File: src/rtl/pb_pkg.sv
package pb_pkg;
   typedef enum logic {
      PB_OP_WRITE = 1'b0,
      PB_OP_READ  = 1'b1
   } pb_op_e;

   localparam int PB_BEATS = 2;
endpackage

File: src/rtl/pb_seq.sv
module pb_seq
   import pb_pkg::*;
#(
   parameter int ADDR_W = 4,
   localparam int WA = ADDR_W + 1
) (
   input  logic              clk,
   input  logic              rst_n,
   input  logic              load_n,
   input  logic              rw_sel,
   input  logic [ADDR_W-1:0] pair_addr,
   output logic              acc_en,
   output logic              acc_wr,
   output logic [WA-1:0]     acc_addr,
   output logic              cmd_err
);
   logic              ph1_q, ph2_q;
   pb_op_e            op1_q, op2_q;
   logic [ADDR_W-1:0] base1_q, base2_q;
   logic              err_q;
   logic              accept;

   assign accept = !load_n && !ph1_q;

   always_ff @(posedge clk or negedge rst_n) begin
      if (!rst_n) begin
         ph1_q   <= 1'b0;
         ph2_q   <= 1'b0;
         op1_q   <= PB_OP_READ;
         op2_q   <= PB_OP_READ;
         base1_q <= '0;
         base2_q <= '0;
         err_q   <= 1'b0;
      end else begin
         ph2_q   <= ph1_q;
         op2_q   <= op1_q;
         base2_q <= base1_q;
         ph1_q   <= accept;
         err_q   <= !load_n && ph1_q;
         if (accept) begin
            op1_q   <= rw_sel ? PB_OP_READ : PB_OP_WRITE;
            base1_q <= pair_addr;
         end
      end
   end

   always_comb begin
      acc_en   = ph1_q || ph2_q;
      acc_wr   = ph1_q ? (op1_q == PB_OP_WRITE) : (ph2_q && op2_q == PB_OP_WRITE);
      acc_addr = ph1_q ? {base1_q, 1'b0} : {base2_q, 1'b1};
   end

   assign cmd_err = err_q;

   // the first beat is always followed by the second
   a_r2_second_beat: assert property (@(posedge clk) disable iff (!rst_n)
      ph1_q |=> ph2_q);
   // one array access per cycle
   a_r6_one_access: assert property (@(posedge clk) disable iff (!rst_n)
      $onehot0({ph1_q, ph2_q}));
   // a refusal flag only follows a busy first-beat cycle
   a_r8_err_when_busy: assert property (@(posedge clk) disable iff (!rst_n)
      cmd_err |-> $past(ph1_q));
endmodule

File: src/rtl/pb_lane_array.sv
module pb_lane_array #(
   parameter int WA     = 5,
   parameter int LANES  = 4,
   parameter int LANE_W = 9,
   localparam int DW    = LANES * LANE_W,
   localparam int DEPTH = 1 << WA
) (
   input  logic             clk,
   input  logic             acc_en,
   input  logic             acc_wr,
   input  logic [WA-1:0]    addr,
   input  logic [DW-1:0]    wdata,
   input  logic [LANES-1:0] lane_we_n,
   output logic [DW-1:0]    rd_word
);
   for (genvar l = 0; l < LANES; l++) begin : g_lane
      logic [LANE_W-1:0] mem [DEPTH];
      logic              lane_wr;

      assign lane_wr = acc_en && acc_wr && !lane_we_n[l];

      always_ff @(posedge clk) begin
         if (lane_wr) mem[addr] <= wdata[l*LANE_W +: LANE_W];
      end

      assign rd_word[l*LANE_W +: LANE_W] = mem[addr];
   end
endmodule

File: src/rtl/pb_rd_pipe.sv
module pb_rd_pipe #(
   parameter int DW = 36
) (
   input  logic          clk,
   input  logic          rst_n,
   input  logic          fire,
   input  logic [DW-1:0] word,
   output logic [DW-1:0] rdata,
   output logic          rvalid
);
   logic [DW-1:0] stage_q, out_q;
   logic          stage_v, out_v;

   always_ff @(posedge clk or negedge rst_n) begin
      if (!rst_n) begin
         stage_q <= '0;
         stage_v <= 1'b0;
         out_q   <= '0;
         out_v   <= 1'b0;
      end else begin
         stage_v <= fire;
         if (fire) stage_q <= word;
         out_v <= stage_v;
         if (stage_v) out_q <= stage_q;
      end
   end

   assign rdata  = out_q;
   assign rvalid = out_v;

   // read words always leave in pairs
   a_r5_pair: assert property (@(posedge clk) disable iff (!rst_n)
      $rose(rvalid) |=> rvalid);
   // an output beat always comes from a staged array read
   a_r5_staged: assert property (@(posedge clk) disable iff (!rst_n)
      rvalid |-> $past(stage_v));
endmodule

File: src/rtl/pairburst_sram.sv
module pairburst_sram
   import pb_pkg::*;
#(
   parameter int ADDR_W = 4,
   parameter int LANES  = 4,
   parameter int LANE_W = 9,
   localparam int DW    = LANES * LANE_W,
   localparam int WA    = ADDR_W + 1
) (
   input  logic              clk,
   input  logic              rst_n,
   input  logic              load_n,
   input  logic              rw_sel,
   input  logic [ADDR_W-1:0] pair_addr,
   input  logic [DW-1:0]     wdata,
   input  logic [LANES-1:0]  lane_we_n,
   output logic [DW-1:0]     rdata,
   output logic              rvalid,
   output logic              cmd_err
);
   if (ADDR_W < 1 || ADDR_W > 10) begin : g_bad_addr
      $error("pairburst_sram: ADDR_W out of range");
   end
   if (LANES < 1 || LANE_W < 1) begin : g_bad_lane
      $error("pairburst_sram: lane geometry must be positive");
   end
   if (PB_BEATS != 2) begin : g_bad_beats
      $error("pairburst_sram: burst length fixed at two");
   end

   logic          acc_en, acc_wr;
   logic [WA-1:0] acc_addr;
   logic [DW-1:0] rd_word;

   pb_seq #(.ADDR_W(ADDR_W)) seq_i (
      .clk      (clk),
      .rst_n    (rst_n),
      .load_n   (load_n),
      .rw_sel   (rw_sel),
      .pair_addr(pair_addr),
      .acc_en   (acc_en),
      .acc_wr   (acc_wr),
      .acc_addr (acc_addr),
      .cmd_err  (cmd_err)
   );

   pb_lane_array #(.WA(WA), .LANES(LANES), .LANE_W(LANE_W)) array_i (
      .clk      (clk),
      .acc_en   (acc_en),
      .acc_wr   (acc_wr),
      .addr     (acc_addr),
      .wdata    (wdata),
      .lane_we_n(lane_we_n),
      .rd_word  (rd_word)
   );

   pb_rd_pipe #(.DW(DW)) pipe_i (
      .clk   (clk),
      .rst_n (rst_n),
      .fire  (acc_en && !acc_wr),
      .word  (rd_word),
      .rdata (rdata),
      .rvalid(rvalid)
   );

   // a refused command never opens a read burst in the next cycle
   a_r8_no_read_on_err: assert property (@(posedge clk) disable iff (!rst_n)
      cmd_err |-> !(acc_en && !acc_wr && acc_addr[0] == 1'b0));
endmodule

File: config.mk
export PLATFORM = sky130hd
export DESIGN_NAME = pairburst_sram
export DESIGN_NICKNAME = d
export VERILOG_FILES = /design/src/rtl/pb_pkg.sv /design/src/rtl/pb_seq.sv /design/src/rtl/pb_lane_array.sv /design/src/rtl/pb_rd_pipe.sv /design/src/rtl/pairburst_sram.sv
export SDC_FILE = /design/constraint.sdc
export NUM_CORES = 1
export LEC_CHECK = 0
export BUFFER_PORTS_ARGS = -buffer_cell sky130_fd_sc_hd__buf_2
export CAP_MARGIN = 20
export CORE_MARGIN = 4
export CORE_UTILIZATION = 60
export DETAILED_ROUTE_END_ITERATION = 10
export GPL_ROUTABILITY_DRIVEN = 0
export MAX_ROUTING_LAYER = met4
export PLACE_DENSITY_LB_ADDON = 0.25
export SLEW_MARGIN = 20
export SYNTH_ARGS = -nofsm -noshare
export SYNTH_HDL_FRONTEND = slang
export SYNTH_SLANG_ARGS = --single-unit
File: constraint.sdc
create_clock -name clk -period 3.2 [get_ports clk]
set_input_delay 0 -clock clk [delete_from_list [all_inputs] [get_ports clk]]
set_output_delay 0 -clock clk [all_outputs]
set_load 0.005 [all_outputs]
# Word level (Yosys, flattened, before mapping)
# Memories as Yosys holds them, arrays and structs flattened. A register that Yosys moved wholly into a read port is not among the register bits.
# Index checks and enable logic that the tools add are counted.
[word_totals]
output_inout_bits = 38
n_memories = 4
wordCells = 48
inputBits = 48
reg_bits = 51
ramBits = 1152
[classes]
bitwise_logic = 2
n_mux = 11
n_reduce_logical = 21
[mem_list]
columns = ["name", "words", "word_bits", "read_ports", "rd_clocked_by_memory_dff", "wr", "line_no", "text"]
rows = [
  ["array_i.g_lane[0].mem", 32, 9, 1, 1, 1, "pb_lane_array.sv:17", "logic [LANE_W-1:0] mem [DEPTH];"],
  ["array_i.g_lane[1].mem", 32, 9, 1, 1, 1, "pb_lane_array.sv:17", ""],
  ["array_i.g_lane[2].mem", 32, 9, 1, 1, 1, "pb_lane_array.sv:17", ""],
  ["array_i.g_lane[3].mem", 32, 9, 1, 1, 1, "pb_lane_array.sv:17", ""],
]
[op_table]
columns = ["operator", "count"]
rows = [
  ["1-bit zero test", 11],
  ["1-bit two-way mux", 10],
  ["1-bit logical AND", 9],
  ["5-bit two-way mux", 1],
  ["1-bit NOT", 2],
  ["1-bit logical OR", 1],
]

# Depth between registers and ports, before layout
# Gate-level depths: netlist (run 1).
[logic_depth]
ltp_word = 7
depth_mapped = 11
ltp_nobuf = 6

# Cells and area by module
# Synthesis (run 1) repeated with hierarchy kept, for this count alone.
[hier_totals]
hier_cells = 2653
hier_area_um2 = 48023.6
[by_module_without_submodules]
columns = ["module", "n_inst", "cells_per_inst", "seq_area_each_um2", "area_each_um2"]
rows = [
  ["pb_lane_array", 1, 2469, 34593.2, 44473.9],
  ["pb_rd_pipe", 1, 154, 1851.8, 3030.4],
  ["pb_seq", 1, 29, 327.8, 505.5],
  ["pairburst_sram", 1, 1, 0.0, 13.8],
]

# Worst setup path after synthesis (run 1)
# OpenSTA, ideal clock, no wires.
[synth_timing]
path_kind = "reg-to-reg"
start = "register seq_i.base2_q[2]"
end = "memory array_i.g_lane[0].mem[3][0], enable pin"
stages_incl_launch_ff = 8
period_less_slack_ns = 2.729
n_path_buf = 4
setup_time_ns = 0.387
t_required_ns = 2.813
slack_ns = 0.471
arrival_ns = 2.343
path_cell_list = "dfrtp_1 -> buf_2 -> or4_4 -> and2_1 -> buf_6 -> buf_6 -> buf_2 -> nor3_1"
[synth_via]
elab_chain_len = 1
[synth_lines]
columns = ["item", "line_no", "text"]
rows = [
  ["start: declaration", "pb_seq.sv:19", "logic [ADDR_W-1:0] base1_q, base2_q;"],
  ["start signal: assignment", "pb_seq.sv:37", "base2_q <= base1_q;"],
  ["5-bit two-way mux", "pb_seq.sv:50", "acc_addr = ph1_q ? {base1_q, 1'b0} : {base2_q, 1'b1};"],
  ["end: declaration", "pb_lane_array.sv:17", ""],
]
# Every way passes these cells.

# Final worst setup path (run 1)
[layout_timing]
start = "register seq_i.ph1_q"
end = "register pipe_i.stage_q[1] (read register of array_i.g_lane[0].mem)"
[layout_via]
elab_chain_len = 3
elab_cells_between_ends = 5
classes_between = "2 x mux; 3 x reduce/logical"
[layout_lines]
columns = ["item", "line_no", "text"]
rows = [
  ["start: declaration", "pb_seq.sv:17", "logic ph1_q, ph2_q;"],
  ["start signal: assignment", "pb_seq.sv:38", "ph1_q <= accept;"],
  ["1-bit two-way mux", "pb_seq.sv:49", "acc_wr = ph1_q ? (op1_q == PB_OP_WRITE) : (ph2_q && op2_q == PB_OP_WRITE);"],
  ["1-bit zero test", "pairburst_sram.sv:60", ".fire (acc_en && !acc_wr),"],
  ["1-bit logical AND", "pairburst_sram.sv:60", ""],
  ["end: declaration", "pb_rd_pipe.sv:11", "logic [DW-1:0] stage_q, out_q;"],
]
# Several ways; a longest one is shown, not always the timed one.
# A chain may end at the register's enable or synchronous reset.

==> flow_summary.rst, run 1 <==
.. list-table::
   :header-rows: 1

   * - Metric
     - Value
   * - Run status
     - completed
   * - Floorplan die area
     - 0.0851 mm²
   * - Ranking of synthesized cells by area
     - sky130_fd_sc_hd__edfxtp_1, sky130_fd_sc_hd__mux2i_1, sky130_fd_sc_hd__dfrtp_1
   * - Buffer cell driving the clock tree root
     - sky130_fd_sc_hd__clkbuf_16
   * - Depth of the worst register-to-register path
     - 7
   * - Critical Path Fanout Max
     - 30
   * - Clock buffers created by TritonCTS
     - 117
   * - Finish-stage setup viols
     - 0
   * - Peak per-stage delay on the critical path
     - 0.90 ns
   * - CP endpoint
     - pipe_i.stage_q[1]
   * - Cells along the critical path
     - inv_2, buf_4, nand3_1, o21ai_0, a2111oi_0, buf_4, a31oi_1
   * - Vias in the first global route
     - 28.9k
   * - Part of the total power dissipated in combinational logic
     - 12.4%
   * - Detailed placement HPWL
     - 91600 µm
   * - Period utilisation layout
     - 95.5%
   * - Post-Layout Inst Area
     - 0.0557 mm²
   * - Slowest CP cell
     - sky130_fd_sc_hd__a2111oi_0
   * - Largest net degree at the start of global routing
     - 78
   * - Site row count
     - 103
   * - Max-slew violation count
     - 0
   * - Final net count
     - 3214
   * - Most common cell after layout, fill and taps aside
     - sky130_fd_sc_hd__edfxtp_1
   * - Die height
     - 292 µm
   * - Total power per unit cell area
     - 674 mW/mm²
   * - Critical register-to-register path endpoint
     - pipe_i.stage_q[1]
   * - Synth Cell Area
     - 0.0483 mm²
   * - Clock Sink Count
     - 1239
   * - Mean number of vias per cell
     - 6.84
   * - CTS tree
     - yes
   * - Yosys warning total
     - 0
   * - Fraction of registers with async set or reset after synthesis
     - 7.02%
   * - Number of gates on the worst path with buffers counted
     - 7
   * - Final Hold Fails
     - 0
   * - Unrepaired setup endpoints after global routing
     - false
   * - Max VDD drop
     - 0.000475 V
   * - Die X-Extent
     - 292 µm
   * - Number of violations reported at the end of detailed-routing iteration 0
     - 4641
   * - Worst hold path type
     - input pin to register
   * - Placement Cell Area
     - 0.0513 mm²
   * - Antenna Nets Post-Route
     - 0
   * - Clock-pin slew of the registers on the worst-case setup and hold paths
     - 0.06 ns
   * - Fraction of the yosys area taken by sequential cells
     - 76.1%
   * - Aggregate negative setup slack
     - 0 ns
   * - Gate count after technology mapping
     - 2836
   * - Growth of design area from synthesis to finish
     - 15.3%
   * - Transition time of the tightest slew-check pin
     - 1.06 ns
   * - Main flop type after synthesis
     - sky130_fd_sc_hd__edfxtp_1
   * - Arrival time at the worst endpoint
     - 3.60 ns
   * - Yosys top cell area share
     - 71.6%
   * - H-tree depth reported by CTS
     - 3
   * - Most repeated library cell on the critical path
     - sky130_fd_sc_hd__buf_4
   * - Clock latency reported for the late side of the worst-skew pair
     - 0.69 ns
   * - Initial antenna violation count
     - 2
   * - GR Util All Layers
     - 34.5%
   * - Post-route minimum period
     - 3.06 ns
   * - Highest-count cells in the layout ignoring fill and taps
     - sky130_fd_sc_hd__edfxtp_1, sky130_fd_sc_hd__mux2i_1, sky130_fd_sc_hd__buf_4, sky130_fd_sc_hd__nand2_1, sky130_fd_sc_hd__clkbuf_16
   * - Top cell family by delay on the critical path
     - compound AO/OA/AOI/OAI gates
   * - Boundary pin count
     - 86
   * - CTS Buffer Depth
     - 3
   * - Number of maximum-capacitance violations
     - 0
   * - Placeable core region
     - 0.0794 mm²
   * - Detailed-route via count
     - 29.6k
   * - Detailed Routing Iterations Pass 1
     - 8
   * - Worst Clk Skew
     - 0.0239 ns
   * - Sum of internal, switching and leakage power
     - 37.5 mW
   * - Reg2reg start
     - seq_i.ph1_q
   * - Final cell utilization of the core
     - 70.1%
   * - Number of standard cells in the final layout excluding fillers
     - 4320
   * - Worst setup path class
     - register to register
   * - DRC viols
     - 0
   * - DRT Wirelength
     - 143000 µm
   * - Number of synthesized register bits
     - 1239
   * - Reg-to-reg setup timing slack
     - 0.14 ns
   * - Share of final-layout standard cells stronger than drive strength 1
     - 20.2%
   * - Global route overflow
     - 0
   * - Nature of the critical path startpoint
     - register
   * - Post-CTS Setup Bufs
     - 0
   * - Internal power component
     - 28.2 mW
   * - Number of buffer and inverter stages on the critical path
     - 3
   * - Switch share
     - 24.9%
   * - EDFF count, synth
     - 1152
   * - Number of nets in the synthesized netlist
     - 2884
   * - Leakage component of the power
     - 18.9 nW
   * - Critical path startpoint
     - seq_i.ph1_q
   * - Placed instance count
     - 4052
   * - Clock Power Share
     - 37.5%
   * - Crit end category
     - register
   * - Maximum clock frequency
     - 327 MHz
   * - Crit path required time
     - 3.74 ns
   * - DR WL/cell
     - 33.2 µm
   * - Number of port buffers
     - 85
   * - Cell taking the most area after synthesis
     - sky130_fd_sc_hd__edfxtp_1
   * - Wire length of the first global-routing pass
     - 205000 µm
   * - Max-Slew Margin vs Limit
     - 29.5%
   * - Switch Pwr
     - 9.35 mW
   * - Avg Cell Area, Syn
     - 17.0 µm²
   * - Effective utilization at floorplan
     - 60.8%
   * - Sequential power share
     - 50.1%
   * - Cell variety after synth
     - 65
[cell usage after synthesis, types with 3 or more instances]
master / instances
sky130_fd_sc_hd__o221ai_1: 12
sky130_fd_sc_hd__buf_2: 97
sky130_fd_sc_hd__o22a_1: 4
sky130_fd_sc_hd__nand4bb_1: 3
sky130_fd_sc_hd__mux2_2: 44
sky130_fd_sc_hd__or4b_1: 3
sky130_fd_sc_hd__dfrtp_1: 85
sky130_fd_sc_hd__a221oi_1: 37
sky130_fd_sc_hd__a22o_1: 4
sky130_fd_sc_hd__nand2_1: 202
sky130_fd_sc_hd__a211oi_2: 10
sky130_fd_sc_hd__o21ai_0: 25
sky130_fd_sc_hd__nand2b_1: 9
sky130_fd_sc_hd__buf_6: 17
sky130_fd_sc_hd__nor4_1: 27
sky130_fd_sc_hd__buf_1: 3
sky130_fd_sc_hd__a2111oi_0: 26
sky130_fd_sc_hd__o22ai_1: 59
sky130_fd_sc_hd__nand3_1: 6
sky130_fd_sc_hd__o32ai_1: 6
sky130_fd_sc_hd__edfxtp_1: 1152
sky130_fd_sc_hd__nor2b_1: 66
sky130_fd_sc_hd__nand4b_1: 3
sky130_fd_sc_hd__nor2_1: 110
sky130_fd_sc_hd__a22oi_1: 4
sky130_fd_sc_hd__buf_4: 10
sky130_fd_sc_hd__a31oi_1: 33
sky130_fd_sc_hd__or3_1: 3
sky130_fd_sc_hd__and2_1: 7
sky130_fd_sc_hd__a211o_1: 7
sky130_fd_sc_hd__a21oi_1: 113
sky130_fd_sc_hd__a211oi_1: 116
sky130_fd_sc_hd__o311a_1: 5
sky130_fd_sc_hd__clkbuf_1: 67
sky130_fd_sc_hd__mux4_2: 52
sky130_fd_sc_hd__nor3_1: 78
sky130_fd_sc_hd__mux2i_1: 292
sky130_fd_sc_hd__and3b_1: 3
sky130_fd_sc_hd__or2_2: 3
[registers in the layout, summed over array words and instances (netlist names), 4 cells and up]
register	flops
seq_i.base2_q	4
seq_i.base1_q	4
array_i.g_lane.mem	1152
pipe_i.stage_q	36
pipe_i.rdata	36
[routing by layer]
metal  wire length [µm]  global-route usage [%]  part of all wire [%]
met1              49600                    45.6                    35
met2              64900                    51.3                    45
met3              20300                    8.97                    14
met4               8750                    15.5                   6.1
met5                  0                       -                     0
[cell families after synthesis]
group / synth area share [%]
compound gates: 6.85
buf+inv: 2.12
mux: 9.62
simple gates: 5.25
flops: 76.1
[through the flow]
stage / worst slack, ns / hold slack [ns]
2_1_floorplan: 0.471 / -0.296
3_3_place_gp: 0.309 / 0.155
3_5_place_dp: 0.221 / 0.166
4_1_cts: 0.224 / 0.00697
5_1_grt: 0.0631 / 0.0488
6_report: 0.144 / 0.0380
[worst min-delay path, delay by kind of cell]
family                 cells  cell delay (ns)
AND/OR/NAND/NOR            1             0.04
buffers and inverters      2             0.63
[area by class of cell]
class	instances	area [µm²]
clock inverter	61	661
antenna	5	12.5
timing repair buffer	405	3090
fill	5020	23700
sequential	1239	36800
inverter	3	11.3
tap	1050	1310
multi-input combinational	1400	10500
clock buffer	157	3230
[power groups by stage]
stage               sequential (mW)  combinational (mW)  clock, mW
finish                         18.8                4.65       14.1
global route                   18.8                4.81       14.8
CTS                            18.8                4.55       14.1
detailed placement             19.1                4.47          0
global placement               19.1                4.38          0
floorplan                      18.8                2.52          0
[worst min-delay path by stage]
stage | from | endpoint | slack (ns) | depth (start not counted)
3_5_place_dp | rst_n | pipe_i.rdata[32] | 0.17 | 1
6_report | load_n | seq_i.cmd_err | 0.04 | 3
4_1_cts | load_n | seq_i.cmd_err | 0.007 | 3
3_3_place_gp | rst_n | pipe_i.rdata[32] | 0.16 | 1
2_1_floorplan | rst_n | pipe_i.rdata[0] | -0.30 | 0
5_1_grt | load_n | seq_i.cmd_err | 0.05 | 3
[what timing repair did]
| item | CTS | global route |
|---|---|---|
| hold buffers | 45 | 0 |
| resized for setup | 0 | 1 |
| setup endpoints to repair | 0 | 1 |
| endpoints found under the hold margin | 1202 | 0 |
Power figures use the tool's default switching activity.
==> inputs of run 2 (changes only) <==
clock period = 3.9 ns   (was 3.2 ns; I/O delays follow)
==> flow_summary.rst, run 2 (synthesis results as in run 1) <==
.. list-table::
   :header-rows: 1

   * - Metric
     - Value
   * - Run status
     - completed (unchanged)
   * - CTS Buffer Depth
     - 3 (unchanged)
   * - Die height
     - 292 µm (unchanged)
   * - Reg-to-reg setup timing slack
     - 0.37 ns (was 0.14 ns)
   * - Clock latency reported for the late side of the worst-skew pair
     - 0.70 ns (was 0.69 ns)
   * - CTS tree
     - yes (unchanged)
   * - Number of buffer and inverter stages on the critical path
     - 1 (was 3)
   * - Worst setup path class
     - register to register (unchanged)
   * - Number of violations reported at the end of detailed-routing iteration 0
     - 4628 (was 4641)
   * - Worst hold path type
     - input pin to register (unchanged)
   * - Finish-stage setup viols
     - 0 (unchanged)
   * - Transition time of the tightest slew-check pin
     - 1.18 ns (was 1.06 ns)
   * - Arrival time at the worst endpoint
     - 4.06 ns (was 3.60 ns)
   * - Highest-count cells in the layout ignoring fill and taps
     - sky130_fd_sc_hd__edfxtp_1, sky130_fd_sc_hd__mux2i_1, sky130_fd_sc_hd__buf_4, sky130_fd_sc_hd__nand2_1, sky130_fd_sc_hd__clkbuf_16 (unchanged)
   * - Antenna Nets Post-Route
     - 0 (unchanged)
   * - Post-cts repair resize count
     - 0 (unchanged)
   * - Hold buffers post-CTS
     - 46 (was 45)
   * - Site row count
     - 103 (unchanged)
   * - Number of gates on the worst path with buffers counted
     - 6 (was 7)
   * - Worst setup timing slack at the placement stage
     - 0.570 ns (was 0.221 ns)
   * - Clock Sink Count
     - 1239 (unchanged)
   * - Floorplan die area
     - 0.0851 mm² (unchanged)
   * - Growth of design area from synthesis to finish
     - 14.9% (was 15.3%)
   * - Final cell utilization of the core
     - 69.9% (was 70.1%)
   * - Detailed placement HPWL
     - 89900 µm (was 91600 µm)
   * - DR WL/cell
     - 33.2 µm (about the same)
   * - Number of maximum-capacitance violations
     - 0 (unchanged)
   * - Final net count
     - 3182 (was 3214)
   * - Global route overflow
     - 0 (unchanged)
   * - Sum of internal, switching and leakage power
     - 30.6 mW (was 37.5 mW)
   * - Placeable core region
     - 0.0794 mm² (unchanged)
   * - Most common cell after layout, fill and taps aside
     - sky130_fd_sc_hd__edfxtp_1 (unchanged)
   * - Reg2reg start
     - seq_i.ph1_q (unchanged)
   * - Depth of the worst register-to-register path
     - 6 (was 7)
   * - Detailed Routing Iterations Pass 1
     - 6 (was 8)
   * - Die X-Extent
     - 292 µm (unchanged)
   * - Largest net degree at the start of global routing
     - 106 (was 78)
   * - Hold path startpoint
     - load_n (unchanged)
   * - Max VDD drop
     - 0.000398 V (was 0.000475 V)
   * - Vias in the first global route
     - 28.6k (was 28.9k)
   * - H-tree depth reported by CTS
     - 3 (unchanged)
   * - Aggregate negative setup slack
     - 0 ns (unchanged)
   * - Crit path required time
     - 4.43 ns (was 3.74 ns)
   * - Worst Clk Skew
     - 0.0299 ns (was 0.0239 ns)
   * - Hold path cells
     - 3 (unchanged)
   * - Maximum clock frequency
     - 283 MHz (was 327 MHz)
   * - GR Util All Layers
     - 34.4% (was 34.5%)
   * - DRC viols
     - 0 (unchanged)
   * - Boundary pin count
     - 86 (unchanged)
   * - Critical register-to-register path endpoint
     - pipe_i.stage_q[15] (was pipe_i.stage_q[1])
   * - Largest register by flop count
     - array_i.g_lane.mem (unchanged)
   * - Total power per unit cell area
     - 552 mW/mm² (was 674 mW/mm²)
   * - Final Hold Fails
     - 0 (unchanged)
   * - Max-slew violation count
     - 0 (unchanged)
   * - Peak per-stage delay on the critical path
     - 0.96 ns (was 0.90 ns)
   * - Period utilisation layout
     - 90.5% (was 95.5%)
   * - Post-route worst setup slack
     - 0.369 ns (was 0.144 ns)
   * - Mean number of vias per cell
     - 6.88 (was 6.84)
   * - Post-CTS Setup Bufs
     - 0 (unchanged)
   * - Top cell family by delay on the critical path
     - compound AO/OA/AOI/OAI gates (unchanged)
   * - Worst hold slack
     - 0.0658 ns (was 0.0380 ns)
   * - Max-Slew Margin vs Limit
     - 21.2% (was 29.5%)
   * - Detailed-route via count
     - 29.6k (about the same)
   * - End point of the most critical hold path
     - seq_i.cmd_err (unchanged)
   * - Initial antenna violation count
     - 7 (was 2)
   * - DRT Wirelength
     - 143000 µm (about the same)
   * - Share of final-layout standard cells stronger than drive strength 1
     - 20.0% (was 20.2%)
   * - Number of port buffers
     - 85 (unchanged)
   * - Effective utilization at floorplan
     - 60.8% (unchanged)
   * - Cells along the critical path
     - mux2_8, buf_12, a221oi_1, a21oi_1, a2111oi_0, a31oi_1 (was inv_2, buf_4, nand3_1, o21ai_0, a2111oi_0, buf_4, a31oi_1)
   * - Clock buffers created by TritonCTS
     - 117 (unchanged)
   * - Post-route minimum period
     - 3.53 ns (was 3.06 ns)
   * - Clock-pin slew of the registers on the worst-case setup and hold paths
     - 0.06 ns (about the same)
   * - Max reg flops
     - 1152 (unchanged)
   * - Crit end category
     - register (unchanged)
   * - Buffer cell driving the clock tree root
     - sky130_fd_sc_hd__clkbuf_16 (unchanged)
   * - Nature of the critical path startpoint
     - register (unchanged)
   * - Wire length of the first global-routing pass
     - 204000 µm (was 205000 µm)
   * - Critical Path Fanout Max
     - 69 (was 30)
   * - Leakage component of the power
     - 18.8 nW (was 18.9 nW)
   * - Slowest CP cell
     - sky130_fd_sc_hd__a2111oi_0 (unchanged)
   * - Unrepaired setup endpoints after global routing
     - false (unchanged)
==> run 2: cell types whose count changed in the layout (fill, tap and decap cells not counted), moves of 6 or more <==
| cell | delta |
|---|---|
| sky130_fd_sc_hd__clkinv_1 | -10 |
| sky130_fd_sc_hd__inv_6 | +6 |
| sky130_fd_sc_hd__buf_4 | -38 |
| sky130_fd_sc_hd__clkinv_2 | +11 |
| sky130_fd_sc_hd__clkbuf_8 | +6 |
==> run 2: per-layer routing <==
layer	vias up	wire, µm	part of all wire (%)	GRT usage [%]
met5	-	0	0	-
met4	0	7150	5.0	14.8
met3	495	20600	14	8.91
met2	2452	65500	46	50.6
met1	14800	49700	35	46.1
li1	11900	-	-	-
==> run 2: worst max path at each step <==
stage,from,to,slack [ns]
floorplan,seq_i.base2_q[2],array_i.g_lane[0].mem[3][0],1.17
global placement,seq_i.ph1_q,pipe_i.stage_q[19],0.12
detailed placement,seq_i.ph1_q,pipe_i.stage_q[15],0.57
CTS,seq_i.ph1_q,pipe_i.stage_q[15],0.56
global route,seq_i.ph1_q,pipe_i.stage_q[15],0.35
finish,seq_i.ph1_q,pipe_i.stage_q[15],0.37
==> run 2: area by class of cell <==
cell class / count / area, µm²
tap: 1050 / 1310
sequential: 1239 / 36800
clock inverter: 67 / 633
timing repair buffer: 373 / 2930
multi-input combinational: 1400 / 10600
inverter: 3 / 11.3
antenna: 9 / 22.5
fill: 5009 / 23900
clock buffer: 157 / 3250
==> run 2: worst register-to-register path: stages, from the launching register on <==
cell,delay [ns]
sky130_fd_sc_hd__dfrtp_4,0.77
sky130_fd_sc_hd__mux2_8,0.72
sky130_fd_sc_hd__buf_12,0.36
sky130_fd_sc_hd__a221oi_1,0.25
sky130_fd_sc_hd__a21oi_1,0.13
sky130_fd_sc_hd__a2111oi_0,0.96
sky130_fd_sc_hd__a31oi_1,0.17
==> run 2: where the power goes <==
group / internal (mW) / switching, mW / leakage [nW]
Clock: 6.57 / 4.87 / 1.92
Combinational: 1.36 / 2.42 / 5.55
Sequential: 15.0 / 0.423 / 11.3
Total: 22.9 / 7.72 / 18.8
==> run 2: through the flow <==
stage               cells  instance area [µm²]
finish               4298                55500
global route         4295                55500
CTS                  4288                55500
detailed placement   4018                51100
global placement     4017                51100
floorplan            2836                48300
